`config.mk`:
```
export PLATFORM = sky130hd
export DESIGN_NAME = spi_slave_buffered
export DESIGN_NICKNAME = d
export VERILOG_FILES = /design/src/rtl/spi_slave_pkg.sv /design/src/rtl/spi_pin_sync.sv /design/src/rtl/spi_tx_holder.sv /design/src/rtl/spi_rx_shifter.sv /design/src/rtl/spi_slave_buffered.sv
export SDC_FILE = /design/constraint.sdc
export NUM_CORES = 1
export LEC_CHECK = 0
export BUFFER_PORTS_ARGS = -buffer_cell sky130_fd_sc_hd__buf_2
export CAP_MARGIN = 20
export CORE_ASPECT_RATIO = 1.2
export CORE_MARGIN = 1
export CORE_UTILIZATION = 40
export DETAILED_ROUTE_END_ITERATION = 10
export MAX_ROUTING_LAYER = met4
export SLEW_MARGIN = 5
export SYNTH_ARGS = -nofsm -noshare
export SYNTH_HDL_FRONTEND = slang
export SYNTH_SLANG_ARGS = --single-unit
```
`constraint.sdc`:
```
create_clock -name clk -period 1.6 [get_ports clk]
set_input_delay 0.24 -clock clk [delete_from_list [all_inputs] [get_ports clk]]
set_output_delay 0.24 -clock clk [all_outputs]
set_load 0.05 [all_outputs]
```
`src/rtl/spi_slave_pkg.sv`:
```
package spi_slave_pkg;
    typedef enum logic [1:0] {
        ST_IDLE  = 2'd0,
        ST_ARMED = 2'd1,
        ST_SHIFT = 2'd2
    } spi_state_e;
endpackage

```
`src/rtl/spi_pin_sync.sv`:
```
// Multi-flop synchronizer with one extra stage for edge detection.
module spi_pin_sync #(
    parameter int   STAGES  = 2,
    parameter logic RST_VAL = 1'b0
) (
    input  logic clk,
    input  logic rst_n,
    input  logic din,
    output logic q,
    output logic rise,
    output logic fall
);
    logic [STAGES:0] chain;

    always_ff @(posedge clk or negedge rst_n) begin
        if (!rst_n) chain <= {(STAGES+1){RST_VAL}};
        else        chain <= {chain[STAGES-1:0], din};
    end

    assign q    = chain[STAGES-1];
    assign rise = chain[STAGES-1] & ~chain[STAGES];
    assign fall = ~chain[STAGES-1] & chain[STAGES];
endmodule

```
`src/rtl/spi_tx_holder.sv`:
```
// Transmit holding register; keeps the last written byte.
module spi_tx_holder #(
    parameter int W = 8
) (
    input  logic         clk,
    input  logic         rst_n,
    input  logic         wr,
    input  logic [W-1:0] wdata,
    output logic [W-1:0] q
);
    always_ff @(posedge clk or negedge rst_n) begin
        if (!rst_n)  q <= '0;
        else if (wr) q <= wdata;
    end
endmodule

```
`src/rtl/spi_rx_shifter.sv`:
```
// Receive shift register, MSB enters first.
module spi_rx_shifter #(
    parameter int W = 8
) (
    input  logic         clk,
    input  logic         rst_n,
    input  logic         en,
    input  logic         din,
    output logic [W-1:0] q
);
    always_ff @(posedge clk or negedge rst_n) begin
        if (!rst_n)  q <= '0;
        else if (en) q <= {q[W-2:0], din};
    end
endmodule

```
`src/rtl/spi_slave_buffered.sv`:
```
module spi_slave_buffered
    import spi_slave_pkg::*;
#(
    parameter int W           = 8,
    parameter int SYNC_STAGES = 2
) (
    input  logic         clk,
    input  logic         rst_n,
    input  logic         cpol,
    input  logic         sck,
    input  logic         ss_n,
    input  logic         mosi,
    output logic         miso,
    output logic         miso_oe,
    input  logic [W-1:0] tx_data,
    input  logic         tx_wr,
    output logic [W-1:0] rx_data,
    output logic         rx_valid
);
    localparam int          CNT_W   = $clog2(W);
    localparam int          NPINS   = 3;
    // Pin order: 0 = sck, 1 = ss_n, 2 = mosi; select resets inactive.
    localparam logic [2:0]  PIN_RST = 3'b010;

    logic [NPINS-1:0] pin_raw, pin_q, pin_rise, pin_fall;
    assign pin_raw = {mosi, ss_n, sck};

    for (genvar g = 0; g < NPINS; g++) begin : g_sync
        spi_pin_sync #(
            .STAGES (SYNC_STAGES),
            .RST_VAL(PIN_RST[g])
        ) u_sync (
            .clk (clk),
            .rst_n(rst_n),
            .din (pin_raw[g]),
            .q   (pin_q[g]),
            .rise(pin_rise[g]),
            .fall(pin_fall[g])
        );
    end

    logic ss_s, mosi_s, lead, trail;
    assign ss_s   = pin_q[1];
    assign mosi_s = pin_q[2];
    assign lead   = cpol ? pin_fall[0] : pin_rise[0];
    assign trail  = cpol ? pin_rise[0] : pin_fall[0];

    logic [W-1:0] hold_q;
    spi_tx_holder #(.W(W)) u_hold (
        .clk  (clk),
        .rst_n(rst_n),
        .wr   (tx_wr),
        .wdata(tx_data),
        .q    (hold_q)
    );

    spi_state_e       state_q, state_d;
    logic [CNT_W-1:0] bit_cnt;
    logic [W-1:0]     tx_sh;
    logic             last_bit, rx_shift_en;

    assign last_bit    = (bit_cnt == CNT_W'(W-1));
    assign rx_shift_en = (state_q == ST_SHIFT) && !ss_s && trail;

    spi_rx_shifter #(.W(W)) u_rx (
        .clk  (clk),
        .rst_n(rst_n),
        .en   (rx_shift_en),
        .din  (mosi_s),
        .q    (rx_data)
    );

    // Next-state logic
    always_comb begin
        state_d = state_q;
        unique case (state_q)
            ST_IDLE:  if (!ss_s) state_d = ST_ARMED;
            ST_ARMED: if (ss_s) state_d = ST_IDLE;
                      else if (lead) state_d = ST_SHIFT;
            ST_SHIFT: if (ss_s) state_d = ST_IDLE;
                      else if (trail && last_bit) state_d = ST_ARMED;
            default:  state_d = ST_IDLE;
        endcase
    end

    // State register
    always_ff @(posedge clk or negedge rst_n) begin
        if (!rst_n) state_q <= ST_IDLE;
        else        state_q <= state_d;
    end

    // Datapath and output registers
    always_ff @(posedge clk or negedge rst_n) begin
        if (!rst_n) begin
            bit_cnt  <= '0;
            tx_sh    <= '0;
            rx_valid <= 1'b0;
        end else begin
            rx_valid <= 1'b0;
            unique case (state_q)
                ST_IDLE: bit_cnt <= '0;
                ST_ARMED: begin
                    if (!ss_s && lead) begin
                        tx_sh   <= hold_q;
                        bit_cnt <= '0;
                    end
                end
                ST_SHIFT: begin
                    if (!ss_s) begin
                        if (lead && bit_cnt != '0)
                            tx_sh <= {tx_sh[W-2:0], 1'b0};
                        if (trail) begin
                            bit_cnt <= CNT_W'(bit_cnt + 1'b1);
                            if (last_bit) rx_valid <= 1'b1;
                        end
                    end
                end
                default: bit_cnt <= '0;
            endcase
        end
    end

    assign miso_oe = (state_q != ST_IDLE);
    assign miso    = miso_oe ? tx_sh[W-1] : 1'b0;
endmodule

```
### After elaboration in Yosys (flattened, before gate mapping)

Cells that the tools add are included.

* RAM bits: 0
* memories: 0
* input port bits: 15
* bits in read-only memories: 0
* register bits after elaboration: 37
* bits in latches: 0
* output and inout bits: 11

* equality and inequality tests: 10
* magnitude comparators: 0
* bitwise logic cells: 4
* multiplexer cells: 21
* add/sub/neg operators: 1
* multipliers: 0
* reduce and logical (&&, ||, !) cells: 13
* shift operators: 0
* div/mod/pow operators: 0

Operators with widths (count)
* $mux 8: 3
* $pmux 8 s2: 1
* $mux 2: 5
* $mux 3: 3
* $ne 2x2->1 const B: 4
* $mux 1: 7
* $pmux 2 s3: 1
* $pmux 3 s2: 1
* $reduce_and 3->1: 2
* $logic_and 1x1->1: 5
* $reduce_and 4->1: 1
* $reduce_bool 2->1: 2
* $add 3x1->3 const B: 1
* $eq 3x3->1 const B: 1
* $ne 3x1->1 const B: 1
* $ne 3x2->1 const B: 1
* $reduce_bool 3->1: 1
* $and 1x1->1: 2
* $eq 2x1->1 const B: 1
* $eq 2x2->1 const B: 1
* $logic_not 2->1: 1
* $ne 2x1->1 const B: 1
* $not 1->1: 2
* $logic_not 1->1: 1

### Depth between registers and ports, before layout

Gate-level depths: netlist of run 1.

* depth in word-level cells: 7
* depth in mapped cells: 7
* depth with buffers taken out: 6

### Hierarchy

From an unflattened synthesis of run 1, not the netlist that was laid out.

* cell total of the unflattened synthesis: 119
* area total of the unflattened synthesis: 1750.4 µm²

By module, submodules not included
* spi_slave_buffered: cells an instance 70, instances 1, area an instance 813.3 µm²
* spi_rx_shifter: cells an instance 17, instances 1, area an instance 331.6 µm²
* spi_tx_holder: cells an instance 17, instances 1, area an instance 331.6 µm²
* spi_pin_sync at g_sync[0].u_sync ...: cells an instance 5, instances 2, area an instance 90.1 µm²
* spi_pin_sync at g_sync[1].u_sync: cells an instance 5, instances 1, area an instance 93.8 µm²

### Least setup slack after synthesis of run 1

No wires, ideal clock.

* path type: register -> register
* start point: register state_q[1]
* end point: register tx_sh[6]
* required time: 1.504 ns
* clock period less this slack: 1.784 ns
* cell stages (with the launch flop): 7
* data arrival time: 1.689 ns
* slack: -0.184 ns
* cell sequence: dfrtp_1 inv_1 nand2_1 nand3_4 and2_4 buf_6 a311oi_2

* longest elaborated chain between the ends: 3

Ends and longest elaborated chain
* from (decl): line spi_slave_buffered.sv:57 `spi_state_e state_q, state_d;`
* from (signal assigned): line spi_slave_buffered.sv:89 `else state_q <= state_d;`
* $eq 2x2->1 or $eq 2x1->1 (tied branches): line spi_slave_buffered.sv:100 `unique case (state_q)`
* $ne 2x1->1 (no line), or another cell as far along
* $reduce_and 4->1 (no line)
* to (signal assigned): line spi_slave_buffered.sv:104 `tx_sh <= hold_q;`
* to (signal assigned): line spi_slave_buffered.sv:111 `tx_sh <= {tx_sh[W-2:0], 1'b0};`
* to (decl): line spi_slave_buffered.sv:59 `logic [W-1:0] tx_sh;`

Several ways; a longest one is shown, not always the timed one.
A chain may end at the register's enable or synchronous reset.

### Final worst setup path of run 1

* start point: register g_sync[0].u_sync.chain[2]
* end point: register u_rx.q[2]

* longest elaborated chain between the ends: 4

Ends and longest elaborated chain
* from (decl): line spi_pin_sync.sv:13 `logic [STAGES:0] chain;`
* from (signal assigned): line spi_pin_sync.sv:16 `if (!rst_n) chain <= {(STAGES+1){RST_VAL}};`
* from (signal assigned): line spi_pin_sync.sv:17 `else chain <= {chain[STAGES-1:0], din};`
* $not 1->1: line spi_pin_sync.sv:21 `assign rise = chain[STAGES-1] & ~chain[STAGES];`
* $and 1x1->1: line spi_pin_sync.sv:21
* $mux 1 (*): line spi_slave_buffered.sv:46 `assign trail = cpol ? pin_rise[0] : pin_fall[0];`
* $logic_and 1x1->1 (*): line spi_slave_buffered.sv:63 `assign rx_shift_en = (state_q == ST_SHIFT) && !ss_s && trail;`
* to (signal assigned): line spi_rx_shifter.sv:13 `else if (en) q <= {q[W-2:0], din};`
* to (decl): line spi_rx_shifter.sv:9 `output logic [W-1:0] q`

Every way passes the cells marked *; elsewhere a longest branch is shown, timed or not.

==> results of run 1 <==
## placed cells by master (no fill, tap or decap), types with 2 or more instances in the layout
cell	instances
sky130_fd_sc_hd__dfrtp_2	3
sky130_fd_sc_hd__mux2i_1	7
sky130_fd_sc_hd__a21oi_1	5
sky130_fd_sc_hd__nor2b_1	3
sky130_fd_sc_hd__mux2_2	9
sky130_fd_sc_hd__buf_4	19
sky130_fd_sc_hd__o21ai_0	2
sky130_fd_sc_hd__dfrtp_1	32
sky130_fd_sc_hd__buf_6	5
sky130_fd_sc_hd__o21a_1	7
sky130_fd_sc_hd__clkbuf_8	7
sky130_fd_sc_hd__ha_1	3
sky130_fd_sc_hd__a22o_1	2
sky130_fd_sc_hd__or3_4	2
sky130_fd_sc_hd__nand2b_1	7
sky130_fd_sc_hd__inv_1	3
sky130_fd_sc_hd__buf_2	24
sky130_fd_sc_hd__mux2_4	8
sky130_fd_sc_hd__a311oi_2	7
sky130_fd_sc_hd__inv_4	2
sky130_fd_sc_hd__nor2_1	8
sky130_fd_sc_hd__a211oi_2	2
sky130_fd_sc_hd__dfstp_2	2
sky130_fd_sc_hd__a211oi_1	5
sky130_fd_sc_hd__inv_2	2
sky130_fd_sc_hd__nand2_4	2
sky130_fd_sc_hd__o22ai_1	6
## cells by family (layout without fill, tap and decap cells)
| group | after synthesis | count (layout) | share of synthesized area |
|---|---|---|---|
| xor+xnor | 1 | 1 | 0.00448 |
| flops | 37 | 37 | 0.475 |
| compound gates | 44 | 44 | 0.190 |
| simple gates | 32 | 33 | 0.111 |
| fa+ha+maj | 3 | 3 | 0.0192 |
| buf+inv | 15 | 65 | 0.0410 |
| mux | 26 | 26 | 0.159 |
## per-stage QoR
step | setup slack [ns] | util | std cells | area [sq um]
2_1_floorplan | -0.0505 | - | 158 | 1980
3_3_place_gp | -0.151 | 0.494 | 252 | 2280
3_5_place_dp | -0.215 | 0.494 | 252 | 2280
4_1_cts | -0.102 | 0.530 | 264 | 2450
5_1_grt | -0.135 | 0.549 | 267 | 2540
6_report | -0.110 | 0.549 | 267 | 2540
## flip-flops by register name, indices dropped and copies added, names as in the netlist
name and flops:
u_rx.q 8, tx_sh 8, rx_valid 1, g_sync.u_sync.chain 7, state_q 2, bit_cnt 3, u_hold.q 8
## final cells by class
type,count,area [sq um],share of cell area
flip-flops and latches,37,932,0.367
repair buffers,49,339,0.133
multi-input cells,107,1040,0.411
clock inverters,1,8.76,0.00345
well taps,58,72.6,0.0286
inverters,8,47.5,0.0187
clock buffers,7,96.3,0.0379
## synthesized netlist by cell type, types with 5 or more instances
cell type | instances | area, sq um
sky130_fd_sc_hd__nand2b_1 | 7 | 43.8
sky130_fd_sc_hd__o21a_1 | 7 | 52.6
sky130_fd_sc_hd__mux2_4 | 8 | 120
sky130_fd_sc_hd__inv_1 | 5 | 18.8
sky130_fd_sc_hd__mux2_2 | 9 | 101
sky130_fd_sc_hd__a311oi_2 | 7 | 105
sky130_fd_sc_hd__dfrtp_1 | 35 | 876
sky130_fd_sc_hd__o22ai_1 | 7 | 43.8
sky130_fd_sc_hd__a21oi_1 | 6 | 30.0
sky130_fd_sc_hd__a211oi_1 | 7 | 52.6
sky130_fd_sc_hd__nor2_1 | 8 | 30.0
sky130_fd_sc_hd__mux2i_1 | 9 | 90.1
## power by group
| part | internal (mW) | total (mW) | switching (mW) |
|---|---|---|---|
| sequential | 1.05 | 1.17 | 0.113 |
| clock | 0.398 | 0.764 | 0.365 |
| combinational | 0.300 | 0.574 | 0.274 |
| total | 1.75 | 2.50 | 0.752 |
## timing repair
action                     4_1_cts  5_1_grt
gates cloned                     1        0
pin swaps                        5       16
buffers inserted                 6        3
setup endpoints to repair       21       20
gates resized for setup         13       15
## worst max-delay path by stage
| stage | start | slack [ns] | end | depth (start not counted) |
|---|---|---|---|---|
| after CTS | g_sync[0].u_sync.chain[2]$_DFF_PN0_ | -0.10 | u_rx.q[2]$_DFFE_PN0P_ | 4 |
| after floorplan | g_sync[0].u_sync.chain[2]$_DFF_PN0_ | -0.05 | u_rx.q[0]$_DFFE_PN0P_ | 5 |
| after global routing | g_sync[0].u_sync.chain[2]$_DFF_PN0_ | -0.13 | u_rx.q[1]$_DFFE_PN0P_ | 4 |
| after detailed placement | g_sync[0].u_sync.chain[1]$_DFF_PN0_ | -0.22 | tx_sh[7]$_DFFE_PN0P_ | 6 |
| after global placement | g_sync[0].u_sync.chain[1]$_DFF_PN0_ | -0.15 | tx_sh[7]$_DFFE_PN0P_ | 6 |
| final | g_sync[0].u_sync.chain[2]$_DFF_PN0_ | -0.11 | u_rx.q[2]$_DFFE_PN0P_ | 4 |
## layer usage
layer	vias up	global-route usage	wire (um)	part of all wire
li1	682	-	-	-
met1	709	0.234	1890	0.43
met2	24	0.343	2350	0.53
met3	6	0.0480	126	0.028
met4	0	0.0587	52	0.012
met5	-	-	0	0
==> parameters.txt, run 1 <==
Parameter                              Value

Floorplanning
  Die area    5170 sq um
  Floorplan row count    27
  Number of ports placed on the die boundary    26
  Die X    65.8 um
  Standard cell core area    4630 sq um
  Initial Util    0.422
  Height of the die    78.6 um

Run status
  Failing checks    negative hold slack, negative setup slack
  Status    complete, but fails checks

Final layout
  Layout Nets    226
  Area Overhead vs Synth    30.0%
  Layout fillers    392
  Number of antenna diodes    0
  Layout cells sized above 1    0.526

Worst setup path
  Critical Path Sink Type    flop
  Class of the most critical setup path    reg -> reg
  Worst R2R Setup Slack    -0.11 ns
  Length in cells of the worst reg-to-reg path    4
  Worst stage delay on the critical path    0.45 ns
  Data arrival, critical path    1.89 ns
  Family with the most delay on the worst path    simple AND/OR/NAND/NOR gates
  Required time of the critical path    1.78 ns
  Startpoint Class    flop
  Crit path max fanout    5
  Launch instance of the worst register-to-register path    g_sync[0].u_sync.chain[2]$_DFF_PN0_
  CP Buf/Inv Count    0
  Crit-path slowest cell    sky130_fd_sc_hd__dfrtp_2
  Worst R2R End    u_rx.q[2]$_DFFE_PN0P_
  CP cell instances    and2b_4 -> mux2i_4 -> or3_4 -> mux2_4

Drt
  Via density per instance    5.32
  Violation count after the first detailed-route iteration    66
  Total via count after detailed routing    1,421
  First-pass iteration count of the detailed router    4
  Antenna-violating nets left    0
  Routed wire length    4.42 mm
  Per-cell routed wire length    16.6 um
  Drt drc    0

CTS
  Count of H-tree levels built during CTS    2
  CTS clock-pin slew for the worst setup and hold paths    0.08 ns
  Clock Sinks    37
  Count of hold buffers inserted by post-cts repair    0
  Clock tree from TritonCTS    done
  Maximum buffer depth of the clock tree    2
  Num CTS Buffers    5
  Clk Latency, worst-skew pair    0.29 ns
  Clk root buf    sky130_fd_sc_hd__clkbuf_8

GRT
  Congestion Overflow GR    0
  Via count of the first global-routing pass    1,560
  Initial antenna violation count    0
  Pin count of the biggest net entering global routing    38
  Global-route wire length before repair    7.62 mm
  Overall global routing resource usage    0.202

Place
  Detailed-placement wirelength estimate    2.93 mm
  Port-buffer cells    25
  Final estimated routing congestion in global placement    0.798

Timing
  Final hold violation count    35
  Number of slew-limit violations in the final report    0
  Actual transition at the worst max-transition pin    0.463 ns
  Maximum clock frequency    0.585 GHz
  Worst-case hold slack    -0.0201 ns
  Setup total negative slack    -1.01 ns
  Worst setup margin    -0.110 ns
  Finish-stage setup viols    16
  Final critical delay including setup and external delays    1.71 ns
  Share of the clock period used by the worst path    1.07
  RSZ-0062 raised after global routing    true
  Worst max-slew margin expressed relative to the limit    0.691
  Final setup skew    0.00644 ns

Flow run
  Number of violations of the max-capacitance limit    0

Synthesis
  Count of flip-flops with a built-in enable after synthesis    0
  Fraction of synthesis flops using an asynchronous set or reset pin    1.00
  Synthesized instance count    158
  Post-Synthesis Net Count    176
  Distinct cells, synth    41
  Most frequently used flop master after synthesis    sky130_fd_sc_hd__dfrtp_1
  Ys Warns    0
  FF+latch count, synth    37
  Sequential-to-total area share from yosys stat    0.475
  Post-synthesis instance area    1950 sq um
  Post-Synthesis Mean Instance Area    12.4 sq um

Min path
  Kind of path behind the tightest hold check    in -> async

Power
  Power Dens Cells    986 nW/um^2
  Total power after layout    2.50 mW
  Worst VDD drop    613 uV
  LEAKAGE    1.17 nW
(Power assumes the default switching activity.)
==> inputs of run 2 (changes only) <==
--- a/config.mk
+++ b/config.mk
@@ -11,6 +11,7 @@
 export CORE_MARGIN = 1
 export CORE_UTILIZATION = 40
 export DETAILED_ROUTE_END_ITERATION = 10
+export GPL_TIMING_DRIVEN = 0
 export MAX_ROUTING_LAYER = met4
 export SLEW_MARGIN = 5
 export SYNTH_ARGS = -nofsm -noshare
==> parameters.txt, run 2 (synthesis gave the netlist of run 1 again) <==
Parameter                              Value

Run status
  Status    complete, but fails checks
  Failing checks    negative setup slack

Worst setup path
  Length in cells of the worst reg-to-reg path    5
  CP cell instances    and2b_4 -> mux2i_2 -> or3_4 -> buf_6 -> mux2_4
  Launch instance of the worst register-to-register path    g_sync[0].u_sync.chain[2]$_DFF_PN0_
  Family with the most delay on the worst path    simple AND/OR/NAND/NOR gates
  Required time of the critical path    1.78 ns
  Critical Path Sink Type    flop
  Worst R2R End    u_rx.q[0]$_DFFE_PN0P_
  Class of the most critical setup path    reg -> reg
  Crit path max fanout    5
  Worst R2R Setup Slack    -0.13 ns
  Worst stage delay on the critical path    0.42 ns
  Data arrival, critical path    1.91 ns
  Crit-path slowest cell    sky130_fd_sc_hd__dfrtp_1
  Startpoint Class    flop
  CP Depth    5
  CP Buf/Inv Count    1

Place
  Detailed-placement wirelength estimate    2.75 mm
  Port-buffer cells    24
  Placed cell area    2170 sq um
  Cell count after placement    240
  Final estimated routing congestion in global placement    0.798

Floorplanning
  Number of ports placed on the die boundary    26
  Floorplan row count    27
  Height of the die    78.6 um
  Die area    5170 sq um
  Initial Util    0.422
  Standard cell core area    4630 sq um
  Die X    65.8 um

Power
  Power Dens Cells    1030 nW/um^2
  LEAKAGE    1.12 nW
  Worst VDD drop    687 uV

Drt
  Routed wire length    4.32 mm
  Antenna-violating nets left    0
  Per-cell routed wire length    16.6 um
  Total via count after detailed routing    1,428
  Via density per instance    5.49
  First-pass iteration count of the detailed router    4
  Violation count after the first detailed-route iteration    87
  Drt drc    0

CTS
  Count of H-tree levels built during CTS    2
  Clock Sinks    37
  Maximum buffer depth of the clock tree    2
  Clock tree from TritonCTS    done
  Clk Latency, worst-skew pair    0.29 ns
  Count of hold buffers inserted by post-cts repair    0
  Num CTS Buffers    5
  Clk root buf    sky130_fd_sc_hd__clkbuf_8
  CTS clock-pin slew for the worst setup and hold paths    0.08 ns

Timing
  Setup total negative slack    -1.19 ns
  Final setup skew    0.00787 ns
  Actual transition at the worst max-transition pin    0.823 ns
  Maximum clock frequency    0.579 GHz
  Worst-case hold slack    0.0406 ns
  Finish-stage setup viols    15
  Number of slew-limit violations in the final report    0
  Worst max-slew margin expressed relative to the limit    0.452
  Share of the clock period used by the worst path    1.08
  Worst setup margin    -0.128 ns
  Final critical delay including setup and external delays    1.73 ns
  RSZ-0062 raised after global routing    true
  Final hold violation count    0

Final layout
  Most frequent cells in the layout    sky130_fd_sc_hd__dfrtp_1 (33), sky130_fd_sc_hd__buf_2 (23), sky130_fd_sc_hd__mux2_2 (9), sky130_fd_sc_hd__buf_4 (9)
  Area of all placed cells without fillers    2430 sq um
  Number of antenna diodes    0
  Layout Nets    219
  Most common library cell in the layout ignoring fill and taps    sky130_fd_sc_hd__dfrtp_1
  Largest regs    tx_sh x8, u_hold.q x8, u_rx.q x8
  Area Overhead vs Synth    24.5%
  Layout cells sized above 1    0.475
  Final std cells w/o fill    260

Min path
  Kind of path behind the tightest hold check    in -> async

GRT
  Overall global routing resource usage    0.196
  Initial antenna violation count    0
  Pin count of the biggest net entering global routing    38
  Global-route wire length before repair    7.43 mm
  Via count of the first global-routing pass    1,519
  Congestion Overflow GR    0

Flow run
  Number of violations of the max-capacitance limit    0
==> run 2: layout make-up <==
type                       instances  area, sq um
tap                               58         72.6
multi-input combinational        106          990
clock buffer                       6         72.6
timing repair buffer              36          228
sequential                        37          931
inverter                           8         43.8
buffer                             7         56.3
clock inverter                     2         38.8
fill                             414         2200
==> run 2: repair_timing <==
item	4_1_cts	5_1_grt
endpoints found under the setup margin	22	21
setup buffers	6	5
gates resized for setup	11	11
pin swaps	3	5
gates cloned	1	0
==> run 2: worst max path at each step <==
stage / endpoint / from / slack [ns]
after CTS: u_rx.q[0]$_DFFE_PN0P_ / g_sync[0].u_sync.chain[2]$_DFF_PN0_ / -0.12
after global placement: tx_sh[7]$_DFFE_PN0P_ / g_sync[1].u_sync.chain[1]$_DFF_PN1_ / -0.22
after floorplan: u_rx.q[0]$_DFFE_PN0P_ / g_sync[0].u_sync.chain[2]$_DFF_PN0_ / -0.05
final: u_rx.q[0]$_DFFE_PN0P_ / g_sync[0].u_sync.chain[2]$_DFF_PN0_ / -0.13
after global routing: u_rx.q[3]$_DFFE_PN0P_ / g_sync[0].u_sync.chain[2]$_DFF_PN0_ / -0.18
after detailed placement: tx_sh[1]$_DFFE_PN0P_ / g_sync[1].u_sync.chain[1]$_DFF_PN1_ / -0.27
==> run 2: report_power, final <==
group	total, mW	internal [mW]	switching, mW
sequential	1.16	1.05	0.109
clock	0.813	0.468	0.345
combinational	0.541	0.274	0.266
==> run 2: per-stage QoR <==
step / setup slack, ns / power [mW] / utilization
3_5_place_dp: -0.270 / 1.66 / 0.469
3_3_place_gp: -0.216 / 1.64 / 0.469
6_report: -0.128 / 2.52 / 0.526
2_1_floorplan: -0.0505 / 1.54 / -
5_1_grt: -0.175 / 2.62 / 0.526
4_1_cts: -0.122 / 2.49 / 0.511
==> run 2: routing by layer <==
layer | global-route usage | routed length, um | vias to the layer above
met5 | - | 0 | -
met4 | 0.0804 | 77 | 0
met3 | 0.0465 | 137 | 9
met2 | 0.313 | 2200 | 34
met1 | 0.234 | 1900 | 716
li1 | - | - | 669
==> inputs of run 3 (changes only) <==
==> constraint.sdc (replaced) <==
create_clock -name clk -period 1.6 [get_ports clk]
set_input_delay 0 -clock clk [delete_from_list [all_inputs] [get_ports clk]]
set_output_delay 0 -clock clk [all_outputs]
set_load 0.05 [all_outputs]
==> parameters.txt, run 3 (synthesis gave the netlist of run 1 again) <==
Parameter                              Value

Floorplanning
  Height of the die    78.6 um
  Number of ports placed on the die boundary    26
  Standard cell core area    4630 sq um
  Die area    5170 sq um
  Initial Util    0.422
  Die X    65.8 um
  Floorplan row count    27

CTS
  Clk root buf    sky130_fd_sc_hd__clkbuf_8
  Num CTS Buffers    5
  Maximum buffer depth of the clock tree    2
  Count of H-tree levels built during CTS    2
  Clock tree from TritonCTS    done
  CTS clock-pin slew for the worst setup and hold paths    0.08 ns
  Clk Latency, worst-skew pair    0.29 ns
  Clock Sinks    37

Power
  Power Dens Cells    977 nW/um^2
  LEAKAGE    1.19 nW
  Worst VDD drop    692 uV

Place
  Port-buffer cells    24
  Final estimated routing congestion in global placement    0.798
  DP Worst Slack    -0.270 ns
  Detailed-placement wirelength estimate    2.75 mm

Timing
  Worst setup margin    -0.122 ns
  Final critical delay including setup and external delays    1.72 ns
  Worst max-slew margin expressed relative to the limit    0.444
  RSZ-0062 raised after global routing    true
  Final hold violation count    0
  Share of the clock period used by the worst path    1.08
  Maximum clock frequency    0.581 GHz
  Finish-stage setup viols    12
  Final setup skew    0.00880 ns
  Actual transition at the worst max-transition pin    0.834 ns
  Number of slew-limit violations in the final report    0

Min path
  Kind of path behind the tightest hold check    in -> reg

Worst setup path
  Startpoint Class    flop
  Required time of the critical path    1.78 ns
  Crit path max fanout    5
  Data arrival, critical path    1.90 ns
  Class of the most critical setup path    reg -> reg
  Critical Path Sink Type    flop

Flow run
  Number of violations of the max-capacitance limit    0

Run status
  Status    complete, but fails checks
  Failing checks    negative setup slack

Final layout
  Largest regs    tx_sh x8, u_hold.q x8, u_rx.q x8
  Layout cells sized above 1    0.461
  Most frequent cells in the layout    sky130_fd_sc_hd__dfrtp_1 (33), sky130_fd_sc_hd__buf_2 (25), sky130_fd_sc_hd__buf_4 (14), sky130_fd_sc_hd__dlygate4sd3_1 (12), sky130_fd_sc_hd__mux2_2 (9)
  Final Core Density    0.561
  Number of antenna diodes    0
  Layout Nets    234
  Area Overhead vs Synth    32.8%
  Most common library cell in the layout ignoring fill and taps    sky130_fd_sc_hd__dfrtp_1

Drt
  Total via count after detailed routing    1,481
  Drt drc    0
  First-pass iteration count of the detailed router    4
  Routed wire length    4.41 mm
  Via density per instance    5.39
  Antenna-violating nets left    0
  Per-cell routed wire length    16.0 um
  Violation count after the first detailed-route iteration    80

GRT
  Overall global routing resource usage    0.191
  Pin count of the biggest net entering global routing    38
  Via count of the first global-routing pass    1,523
  Initial antenna violation count    0
  Congestion Overflow GR    0
  Global-route wire length before repair    7.28 mm
## run 3: cell types whose count changed in the layout (fill, tap and decap cells not counted), sizes merged
cell and delta:
buf +5, clkbuf -2, dlygate4sd3 +12
## run 3: worst max-delay path, stage by stage (launching register included)
cell,delay (ns)
sky130_fd_sc_hd__dfrtp_1,0.40
sky130_fd_sc_hd__and2b_4,0.30
sky130_fd_sc_hd__mux2i_4,0.08
sky130_fd_sc_hd__or3_4,0.39
sky130_fd_sc_hd__buf_6,0.15
sky130_fd_sc_hd__mux2_4,0.29
## run 3: routing by layer
metal  share of wire  wire (um)  track usage
met5               0          0            -
met4           0.014         61       0.0739
met2            0.50       2230        0.300
met3           0.027        120       0.0465
met1            0.45       2000        0.234
## run 3: layout make-up
| class | instances | area [sq um] |
|---|---|---|
| Tap cell | 58 | 72.6 |
| Fill cell | 394 | 2030 |
| Clock buffer | 6 | 72.6 |
| Buffer | 6 | 42.5 |
| Inverter | 8 | 43.8 |
| Sequential cell | 37 | 931 |
| Clock inverter | 2 | 38.8 |
| Timing Repair Buffer | 52 | 372 |
| Multi-Input combinational cell | 106 | 1020 |
## run 3: per-stage QoR
stage                     hold slack, ns  cell area [sq um]  cells  total power, mW  setup TNS (ns)
after floorplan                   -0.296               1980    158             1.54          -0.513
after global placement             0.108               2170    240             1.64           -2.48
after detailed placement           0.109               2170    240             1.66           -3.07
after CTS                          0.209               2460    265             2.51           -1.80
after global routing               0.240               2600    275             2.65           -2.02
final                              0.222               2600    275             2.54           -1.01
## run 3: worst paths after layout
check | startpoint | to | slack [ns] | cells past startpoint
max in group asynchronous | rst_n | g_sync[0].u_sync.chain[1]$_DFF_PN0_ | 0.67 | 2
worst max-delay path | g_sync[0].u_sync.chain[2]$_DFF_PN0_ | u_rx.q[0]$_DFFE_PN0P_ | -0.12 | 5
worst max register to register | g_sync[0].u_sync.chain[2]$_DFF_PN0_ | u_rx.q[0]$_DFFE_PN0P_ | -0.12 | 5
worst min register to register | g_sync[2].u_sync.chain[0]$_DFF_PN0_ | g_sync[2].u_sync.chain[1]$_DFF_PN0_ | 0.35 | 0
min in group asynchronous | rst_n | u_hold.q[4]$_DFFE_PN0P_ | 0.34 | 2
worst min-delay path | tx_wr | u_hold.q[2]$_DFFE_PN0P_ | 0.22 | 2
## run 3: power breakdown
part	internal (mW)	switching, mW
clock	0.468	0.342
combinational	0.289	0.273
sequential	1.05	0.111
total	1.81	0.726
## run 3: what timing repair did
action | 4_1_cts | 5_1_grt
pin swaps | 3 | 12
resized for setup | 7 | 18
gates cloned | 0 | 1
buffers inserted | 5 | 10
endpoints found under the hold margin | 46 | 0
setup endpoints to repair | 21 | 21
hold buffers | 12 | 0
